`src/rtl/div_pkg.sv`:
```
package div_pkg;
  typedef enum logic {
    ST_IDLE = 1'b0,
    ST_RUN  = 1'b1
  } div_state_e;
endpackage

```
`src/rtl/div_guard.sv`:
```
module div_guard #(
  parameter int W = 8
) (
  input  logic [W-1:0] hi_i,
  input  logic [W-1:0] divisor_i,
  output logic         reject_o
);
  logic zero_div;
  logic too_big;

  assign zero_div = (divisor_i == '0);
  assign too_big  = (hi_i >= divisor_i);
  assign reject_o = zero_div | too_big;
endmodule

```
`src/rtl/div_step.sv`:
```
module div_step #(
  parameter int W = 8
) (
  input  logic [W-1:0] hi_i,
  input  logic [W-1:0] lo_i,
  input  logic [W-1:0] div_i,
  output logic [W-1:0] hi_o,
  output logic [W-1:0] lo_o,
  output logic         qbit_o
);
  logic         spill;
  logic [W-1:0] hi_sh;
  logic         fits;

  // shift the pair left; the bit leaving hi is kept as an extra compare bit
  assign {spill, hi_sh} = {hi_i, lo_i[W-1]};
  assign fits   = spill | (hi_sh >= div_i);
  // with spill set, the true value is < 2*div, so the wrapped difference is exact
  assign hi_o   = fits ? (hi_sh - div_i) : hi_sh;
  assign lo_o   = {lo_i[W-2:0], fits};
  assign qbit_o = fits;
endmodule

```
`src/rtl/div_ctrl.sv`:
```
module div_ctrl
  import div_pkg::*;
#(
  parameter int W = 8
) (
  input  logic clk_i,
  input  logic rst_ni,
  input  logic start_i,
  input  logic reject_i,
  output logic load_o,
  output logic step_o,
  output logic busy_o,
  output logic done_o,
  output logic error_o
);
  localparam int CW = $clog2(W + 1);
  localparam logic [CW-1:0] LAST = CW'(W - 1);

  div_state_e    state_q;
  logic [CW-1:0] cnt_q;
  logic          accept;

  assign accept = start_i && (state_q == ST_IDLE);
  assign load_o = accept && !reject_i;
  assign step_o = (state_q == ST_RUN);
  assign busy_o = (state_q == ST_RUN);

  always_ff @(posedge clk_i or negedge rst_ni) begin
    if (!rst_ni) begin
      state_q <= ST_IDLE;
      cnt_q   <= '0;
      done_o  <= 1'b0;
      error_o <= 1'b0;
    end else begin
      done_o <= 1'b0;
      if (accept) begin
        if (reject_i) begin
          done_o  <= 1'b1;
          error_o <= 1'b1;
        end else begin
          state_q <= ST_RUN;
          cnt_q   <= '0;
          error_o <= 1'b0;
        end
      end else if (state_q == ST_RUN) begin
        cnt_q <= cnt_q + 1'b1;
        if (cnt_q == LAST) begin
          state_q <= ST_IDLE;
          done_o  <= 1'b1;
        end
      end
    end
  end
endmodule

```
`src/rtl/seq_divider.sv`:
```
module seq_divider #(
  parameter int W = 8
) (
  input  logic           clk_i,
  input  logic           rst_ni,
  input  logic           start_i,
  input  logic [2*W-1:0] dividend_i,
  input  logic [W-1:0]   divisor_i,
  output logic [W-1:0]   quotient_o,
  output logic [W-1:0]   remainder_o,
  output logic           busy_o,
  output logic           done_o,
  output logic           error_o
);
  logic [W-1:0] hi_q, lo_q, div_q;
  logic [W-1:0] hi_nx, lo_nx;
  logic         qbit;
  logic         reject, load, step;

  div_guard #(.W(W)) i_guard (
    .hi_i      (dividend_i[2*W-1:W]),
    .divisor_i (divisor_i),
    .reject_o  (reject)
  );

  div_step #(.W(W)) i_step (
    .hi_i   (hi_q),
    .lo_i   (lo_q),
    .div_i  (div_q),
    .hi_o   (hi_nx),
    .lo_o   (lo_nx),
    .qbit_o (qbit)
  );

  div_ctrl #(.W(W)) i_ctrl (
    .clk_i    (clk_i),
    .rst_ni   (rst_ni),
    .start_i  (start_i),
    .reject_i (reject),
    .load_o   (load),
    .step_o   (step),
    .busy_o   (busy_o),
    .done_o   (done_o),
    .error_o  (error_o)
  );

  always_ff @(posedge clk_i or negedge rst_ni) begin
    if (!rst_ni) begin
      hi_q  <= '0;
      lo_q  <= '0;
      div_q <= '0;
    end else if (load) begin
      hi_q  <= dividend_i[2*W-1:W];
      lo_q  <= dividend_i[W-1:0];
      div_q <= divisor_i;
    end else if (step) begin
      hi_q <= hi_nx;
      lo_q <= lo_nx;
    end
  end

  assign quotient_o  = lo_q;
  assign remainder_o = hi_q;
endmodule

```
`config.mk`:
```
export PLATFORM = sky130hd
export DESIGN_NAME = seq_divider
export DESIGN_NICKNAME = d
export VERILOG_FILES = /design/src/rtl/div_pkg.sv /design/src/rtl/div_guard.sv /design/src/rtl/div_step.sv /design/src/rtl/div_ctrl.sv /design/src/rtl/seq_divider.sv
export SDC_FILE = /design/constraint.sdc
export NUM_CORES = 1
export LEC_CHECK = 0
export ABC_CLOCK_PERIOD_IN_PS = 2700
export CORE_UTILIZATION = 40
export DETAILED_ROUTE_END_ITERATION = 7
export PLACE_DENSITY = 0.65
export SLEW_MARGIN = 25
export SYNTH_ARGS = -nofsm -noshare
export SYNTH_HDL_FRONTEND = slang
export SYNTH_HIERARCHICAL = 1
export SYNTH_SLANG_ARGS = --single-unit
```
`constraint.sdc`:
```
create_clock -name clk_i -period 2.7 [get_ports clk_i]
set_input_delay 0.54 -clock clk_i [delete_from_list [all_inputs] [get_ports clk_i]]
set_output_delay 0.54 -clock clk_i [all_outputs]
set_load 0.05 [all_outputs]
```
==> results of run 1 <==
-- routing by layer --
layer | vias to the layer above | part of all wire, % | global-route usage (%) | routed length (microns)
met2 | 19 | 46 | 26.5 | 2140
met4 | 0 | 0.63 | 6.17 | 29
met1 | 796 | 51 | 25.5 | 2380
li1 | 885 | - | - | -
met5 | - | 0 | 0 | 0
met3 | 2 | 1.8 | 3.84 | 85
-- final timing paths --
| check | start | slack [ps] | cells past startpoint | to |
|---|---|---|---|---|
| max in group asynchronous | rst_ni | 1760 | 2 | div_q[6]$_DFFE_PN0P_ |
| hold reg to reg | i_ctrl/cnt_q[3]$_DFFE_PN0P_ | 500 | 1 | i_ctrl/cnt_q[3]$_DFFE_PN0P_ |
| setup reg to reg | quotient_o[7]$_DFFE_PN0P_ | 250 | 10 | remainder_o[2]$_DFFE_PN0P_ |
| setup / recovery | divisor_i[7] | 90 | 9 | div_q[5]$_DFFE_PN0P_ |
| hold / removal | i_ctrl/cnt_q[3]$_DFFE_PN0P_ | 500 | 1 | i_ctrl/cnt_q[3]$_DFFE_PN0P_ |
| min in group asynchronous | rst_ni | 650 | 2 | quotient_o[2]$_DFFE_PN0P_ |
-- what timing repair did --
action                                  4_1_cts  5_1_grt
buffers inserted                              2        1
endpoints found under the setup margin       15       20
gates resized for setup                       2       15
pin swaps                                     2        6
gates cloned                                  1        0
-- flip-flops by register name, indices dropped and copies added, names as in the netlist --
register,cells
i_ctrl/busy_o,1
div_q,8
remainder_o,8
i_ctrl/cnt_q,4
i_ctrl/done_o,1
quotient_o,8
i_ctrl/error_o,1
-- logic make-up after synthesis --
group	Yosys count
flip-flops	31
AND/OR/NAND/NOR	52
buffers and inverters	37
AO/OA/AOI/OAI	47
multiplexers	32
adder cells (fa/ha/maj)	18
XOR/XNOR	3
-- cells in the final DEF (no fill, tap or decap), types with 6 or more instances in the layout --
cell type,n
ha_1,15
o21ai_1,15
inv_1,18
buf_4,21
o21ai_0,13
dfrtp_1,31
clkbuf_8,6
mux2_2,6
nand2_1,25
dlymetal6s2s_1,7
mux2_4,6
mux2i_1,20
clkdlybuf4s50_1,37
nor2_1,7
-- where the power goes --
group	switching [W]	total (W)	internal (W)
sequential	0.000225	0.000938	0.000714
clock	0.000160	0.000359	0.000200
combinational	0.00152	0.00279	0.00128
-- synth_stat cells, drive strengths merged, types with 2 or more instances --
master | instances | area share, %
dfrtp | 31 | 36
o21ai | 29 | 6.8
nand2 | 25 | 4.3
inv | 20 | 3.5
mux2i | 20 | 9.2
ha | 17 | 9.8
buf | 15 | 5.8
mux2 | 12 | 6.9
nor2 | 7 | 1.2
a21oi | 4 | 0.92
nand3 | 4 | 1.7
nand4 | 3 | 0.86
nor2b | 3 | 1.2
o21a | 3 | 1.0
a21boi | 2 | 0.69
clkbuf | 2 | 0.35
o31a | 2 | 0.81
xnor2 | 2 | 0.81
-- worst register-to-register path, stage by stage (launching register included) --
cell and delay [ps]:
dfrtp_1 370, inv_1 70, ha_1 230, fa_1 450, nor2b_4 140, o31a_1 220
o2111ai_4 140, nand3_4 180, mux2_4 320, mux2i_1 150, o21ai_1 80
-- through the flow --
stage / cells / setup WS (ps)
2_1_floorplan: 220 / 90.3
3_3_place_gp: 337 / -361
3_5_place_dp: 337 / -394
4_1_cts: 347 / 11.4
5_1_grt: 348 / -3.43
6_report: 348 / 94.3
-- area by class of cell --
type	instances	share of cell area (%)
Multi-Input combinational cell	152	42.0
Sequential cell	31	26.7
Timing Repair Buffer	67	22.3
Tap cell	70	3.02
Clock buffer	6	2.85
Inverter	20	2.67
Timing Repair inverter	1	0.259
Clock inverter	1	0.172
==> impl_metrics.json, run 1 <==
{
  "holdBufCountCts": 0,
  "synth_mux_area_share_pct": 16.1,
  "path_cells": "clkdlybuf4s50_1 -> inv_1 -> ha_1 -> nand4_1 -> nor2_1 -> a221o_1 -> or3b_4 -> clkinvlp_4 -> mux2_4",
  "fmax_mhz": 384,
  "hold_path.class": "flip-flop to flip-flop",
  "via_count": 1702,
  "io_pins": 46,
  "synth_compound_area_share_pct": 13.8,
  "cpPeakStageDelay_ps": 480,
  "place_area_sq_um": 2730,
  "avgSynthCellArea_sq_um": 9.88,
  "finalClockSkew_ps": 4.92,
  "yosys.cell_types.count": 48,
  "critPathKind": "input port to flip-flop",
  "cp.arrival_ps": 2760,
  "grt_pass1_vias": 1562,
  "wl_per_cell_microns": 13.3,
  "multi_input_area_sq_um": 1220,
  "synth_adder_area_share_pct": 10.7,
  "synth-edff-count": 0,
  "vdd_drop_max_mv": 0.532,
  "overflow": 0,
  "n_fill_cell": 452,
  "numCtsBuffers": 5,
  "ys_ff_latch": 31,
  "clkSinkCount": 31,
  "critical_path_peak_fanout": 6,
  "diodes": 0,
  "timing.hold.ws_ps": 500,
  "die_x_microns": 75.7,
  "slowest_stage": "clkdlybuf4s50_1",
  "path_buf_inv": 3,
  "drt_iter0_drc": 54,
  "drt_wl_total_mm": 4.63,
  "nets": 323,
  "finalSetupViolations": 0,
  "core_area_sq_um": 5170,
  "cp.required_ps": 2860,
  "maxCapViolations": 0,
  "antenna_found_initial": 0,
  "path_clk_slew_ps": 60,
  "yosys_warnings": 6,
  "ys.flop_type": "dfrtp_1",
  "finalSetupTns_ps": 0,
  "regArea_sq_um": 776,
  "die_h_microns": 75.7,
  "postSynthCellCount": 220,
  "grt_max_degree": 32,
  "cts_buffer_depth": 2,
  "io_buffers": 45,
  "leakagePower_nw": 1.42,
  "end_kind": "flip-flop",
  "crit_family": "buffers and inverters",
  "num_rows": 26,
  "worst_pin_slew_ps": 513,
  "finalCriticalPeriod_ps": 2610,
  "clk_latency_ps": 280,
  "ys_async_sr_fraction_pct": 100,
  "vias_per_cell": 4.89,
  "syn_nets": 265,
  "place_congestion": 0.799,
  "dr.pass1.iters": 4,
  "grt_pass1_wl_mm": 7.49,
  "synth_xor_area_share_pct": 1.21,
  "relSlewSlack_pct": 65.7,
  "track_usage_pct": 17.8,
  "post_synth_and_or_nand_nor_area_fraction_pct": 12.9,
  "synth_top_family_by_area": "multiplexers",
  "htreeDepth": 2,
  "drcViolationCount": 0,
  "final_area_sq_um": 2900,
  "cts_tree": "done",
  "status": "complete, no violations",
  "syn2layout_area_growth_pct": 33.4,
  "fin_crit_sh_pct": 96.5,
  "initial_utilization_pct": 42.0,
  "ys_seq_area_share_pct": 35.7,
  "cts_root_buffer": "clkbuf_8",
  "powerDensity_nw_per_um2": 1410,
  "drv_slew": 0,
  "power_w": 0.00409,
  "hold_violations": 0,
  "syn_area_sq_um": 2170,
  "die_area_sq_um": 5740,
  "place_hpwl_mm": 3.68,
  "setup.worst_path.start_class": "input port",
  "ant_nets": 0,
  "utilization_pct": 56.1,
  "drive_gt1_share_pct": 19.8
}
No activity file was read; power rests on OpenSTA's default activity.
==> run 2: changes to the inputs <==
--- a/config.mk
+++ b/config.mk
@@ -6,9 +6,9 @@
 export NUM_CORES = 1
 export LEC_CHECK = 0
 export ABC_CLOCK_PERIOD_IN_PS = 2700
-export CORE_UTILIZATION = 40
+export CORE_UTILIZATION = 50
 export DETAILED_ROUTE_END_ITERATION = 7
-export PLACE_DENSITY = 0.65
+export DONT_BUFFER_PORTS = 1
 export SLEW_MARGIN = 25
 export SYNTH_ARGS = -nofsm -noshare
 export SYNTH_HDL_FRONTEND = slang
==> run 2 against run 1 <==
  * Register-to-register slack worse by 30 ps
  * Cell area shrank 21%
  * First-iteration DRC count rose by 85%
  * Global-route usage up 2.5 points
  * Count of clock-buffer cells in the layout rose by 1
  * Worst hold slack got worse by 420 ps
  * Critical path type is now flip-flop to flip-flop
  * Largest cell class unchanged
  * Highest routed layer unchanged
==> impl_metrics.json, run 2 (synthesized netlist as in run 1, its figures left out) <==
{
  "status": "complete, no violations",
  "cp.arrival_ps": 2630,
  "setup.worst_path.start_class": "flip-flop",
  "drt_iter0_drc": 100,
  "finalSetupViolations": 0,
  "antenna_found_initial": 0,
  "place_area_sq_um": 2180,
  "layout_commonest_cell": "dfrtp_1",
  "hold_path.class": "input port to asynchronous set/reset pin",
  "grt_max_degree": 32,
  "path_clk_slew_ps": 60,
  "reg2reg_to": "remainder_o[3]$_DFFE_PN0P_",
  "layoutNonFillerInstCount": 272,
  "io_buffers": 0,
  "multi_input_area_sq_um": 1190,
  "num_rows": 23,
  "maxCapViolations": 0,
  "dr.pass1.iters": 4,
  "diodes": 0,
  "track_usage_pct": 20.3,
  "die_h_microns": 68.0,
  "relSlewSlack_pct": 64.4,
  "die_x_microns": 68.0,
  "syn2layout_area_growth_pct": 5.35,
  "finalCriticalPeriod_ps": 2480,
  "cts_root_buffer": "clkbuf_8",
  "initial_utilization_pct": 53.2,
  "clkSinkCount": 31,
  "dp.cells": 263,
  "critical_path_peak_fanout": 8,
  "worst_pin_slew_ps": 534,
  "timing.hold.ws_ps": 78.9,
  "fmax_mhz": 404,
  "place_hpwl_mm": 3.42,
  "finalSetupTns_ps": 0,
  "clk_latency_ps": 280,
  "startpoint": "quotient_o[7]$_DFFE_PN0P_",
  "finalClockSkew_ps": 7.68,
  "n_fill_cell": 365,
  "hold_violations": 0,
  "grt_pass1_vias": 1455,
  "ant_nets": 0,
  "die_area_sq_um": 4620,
  "drcViolationCount": 0,
  "cts_tree": "done",
  "nets": 266,
  "fin_crit_sh_pct": 91.8,
  "vias_per_cell": 5.62,
  "via_count": 1528,
  "final_area_sq_um": 2290,
  "end_kind": "flip-flop",
  "drv_slew": 0,
  "htreeDepth": 2,
  "r2r-start": "quotient_o[7]$_DFFE_PN0P_",
  "core_area_sq_um": 4090,
  "numCtsBuffers": 5,
  "wl_per_cell_microns": 16.0,
  "drive_gt1_share_pct": 17.1,
  "cts_buffer_depth": 2,
  "io_pins": 46,
  "reg2regPathDepth": 10,
  "drt_wl_total_mm": 4.36,
  "cp.required_ps": 2850,
  "overflow": 0,
  "place_congestion": 0.857,
  "critPathKind": "flip-flop to flip-flop",
  "grt_pass1_wl_mm": 6.90,
  "final_cell_mix": "30 x dfrtp_1, 25 x nand2_1, 20 x mux2i_1, 19 x inv_1, 17 x ha_1",
  "regArea_sq_um": 777,
  "rrSetupSlack_ps": 220,
  "rsz0062_at_grt": "false"
}
run 2: what timing repair did:
action | CTS | global route
resized for setup | 0 | 0
hold endpoints to repair | 31 | 0
hold buffers | 1 | 0
buffers inserted | 0 | 0
run 2: area by class of cell:
class | count | area share (%)
well taps | 50 | 2.73
clock buffers | 7 | 3.77
clock inverters | 1 | 0.218
multi-input cells | 152 | 51.9
flip-flops and latches | 31 | 33.9
inverters | 20 | 3.28
repair buffers | 11 | 4.15
run 2: per-layer routing:
layer,track usage (%),up-vias,wire (microns)
li1,-,766,-
met1,26.9,725,2010
met2,31.7,32,2080
met3,6.33,5,241
met4,5.73,0,36
met5,0,-,0
run 2: stage by stage:
stage | worst slack, ps | util [%]
floorplan | 90.3 | -
global placement | 82.5 | 53.3
detailed placement | 4.09 | 53.3
CTS | 226 | 56.1
global route | 102 | 56.1
finish | 222 | 56.1
run 2: worst max path at each step:
stage                                            end  slack [ps]  depth (start not counted)
after CTS                 remainder_o[3]$_DFFE_PN0P_         230                         10
after detailed placement   quotient_o[6]$_DFFE_PN0P_           4                         10
after global placement     quotient_o[0]$_DFFE_PN0P_          80                          9
after floorplan           remainder_o[7]$_DFFE_PN0P_          90                         10
after global routing      remainder_o[3]$_DFFE_PN0P_         100                         10
final                     remainder_o[3]$_DFFE_PN0P_         220                         10
run 2: critical path: stages (launching register included):
cell and delay (ps):
dfrtp_1 350, inv_1 60, ha_1 230, fa_1 450, nor2b_4 140, o31a_1 220
o2111ai_4 140, nand3_4 170, mux2_4 310, mux2i_1 190, o21ai_1 80
Power of run 2 is left out: the tool's default activity adds up to more than one toggle a clock period on the data nets, which glitch-free logic cannot reach.
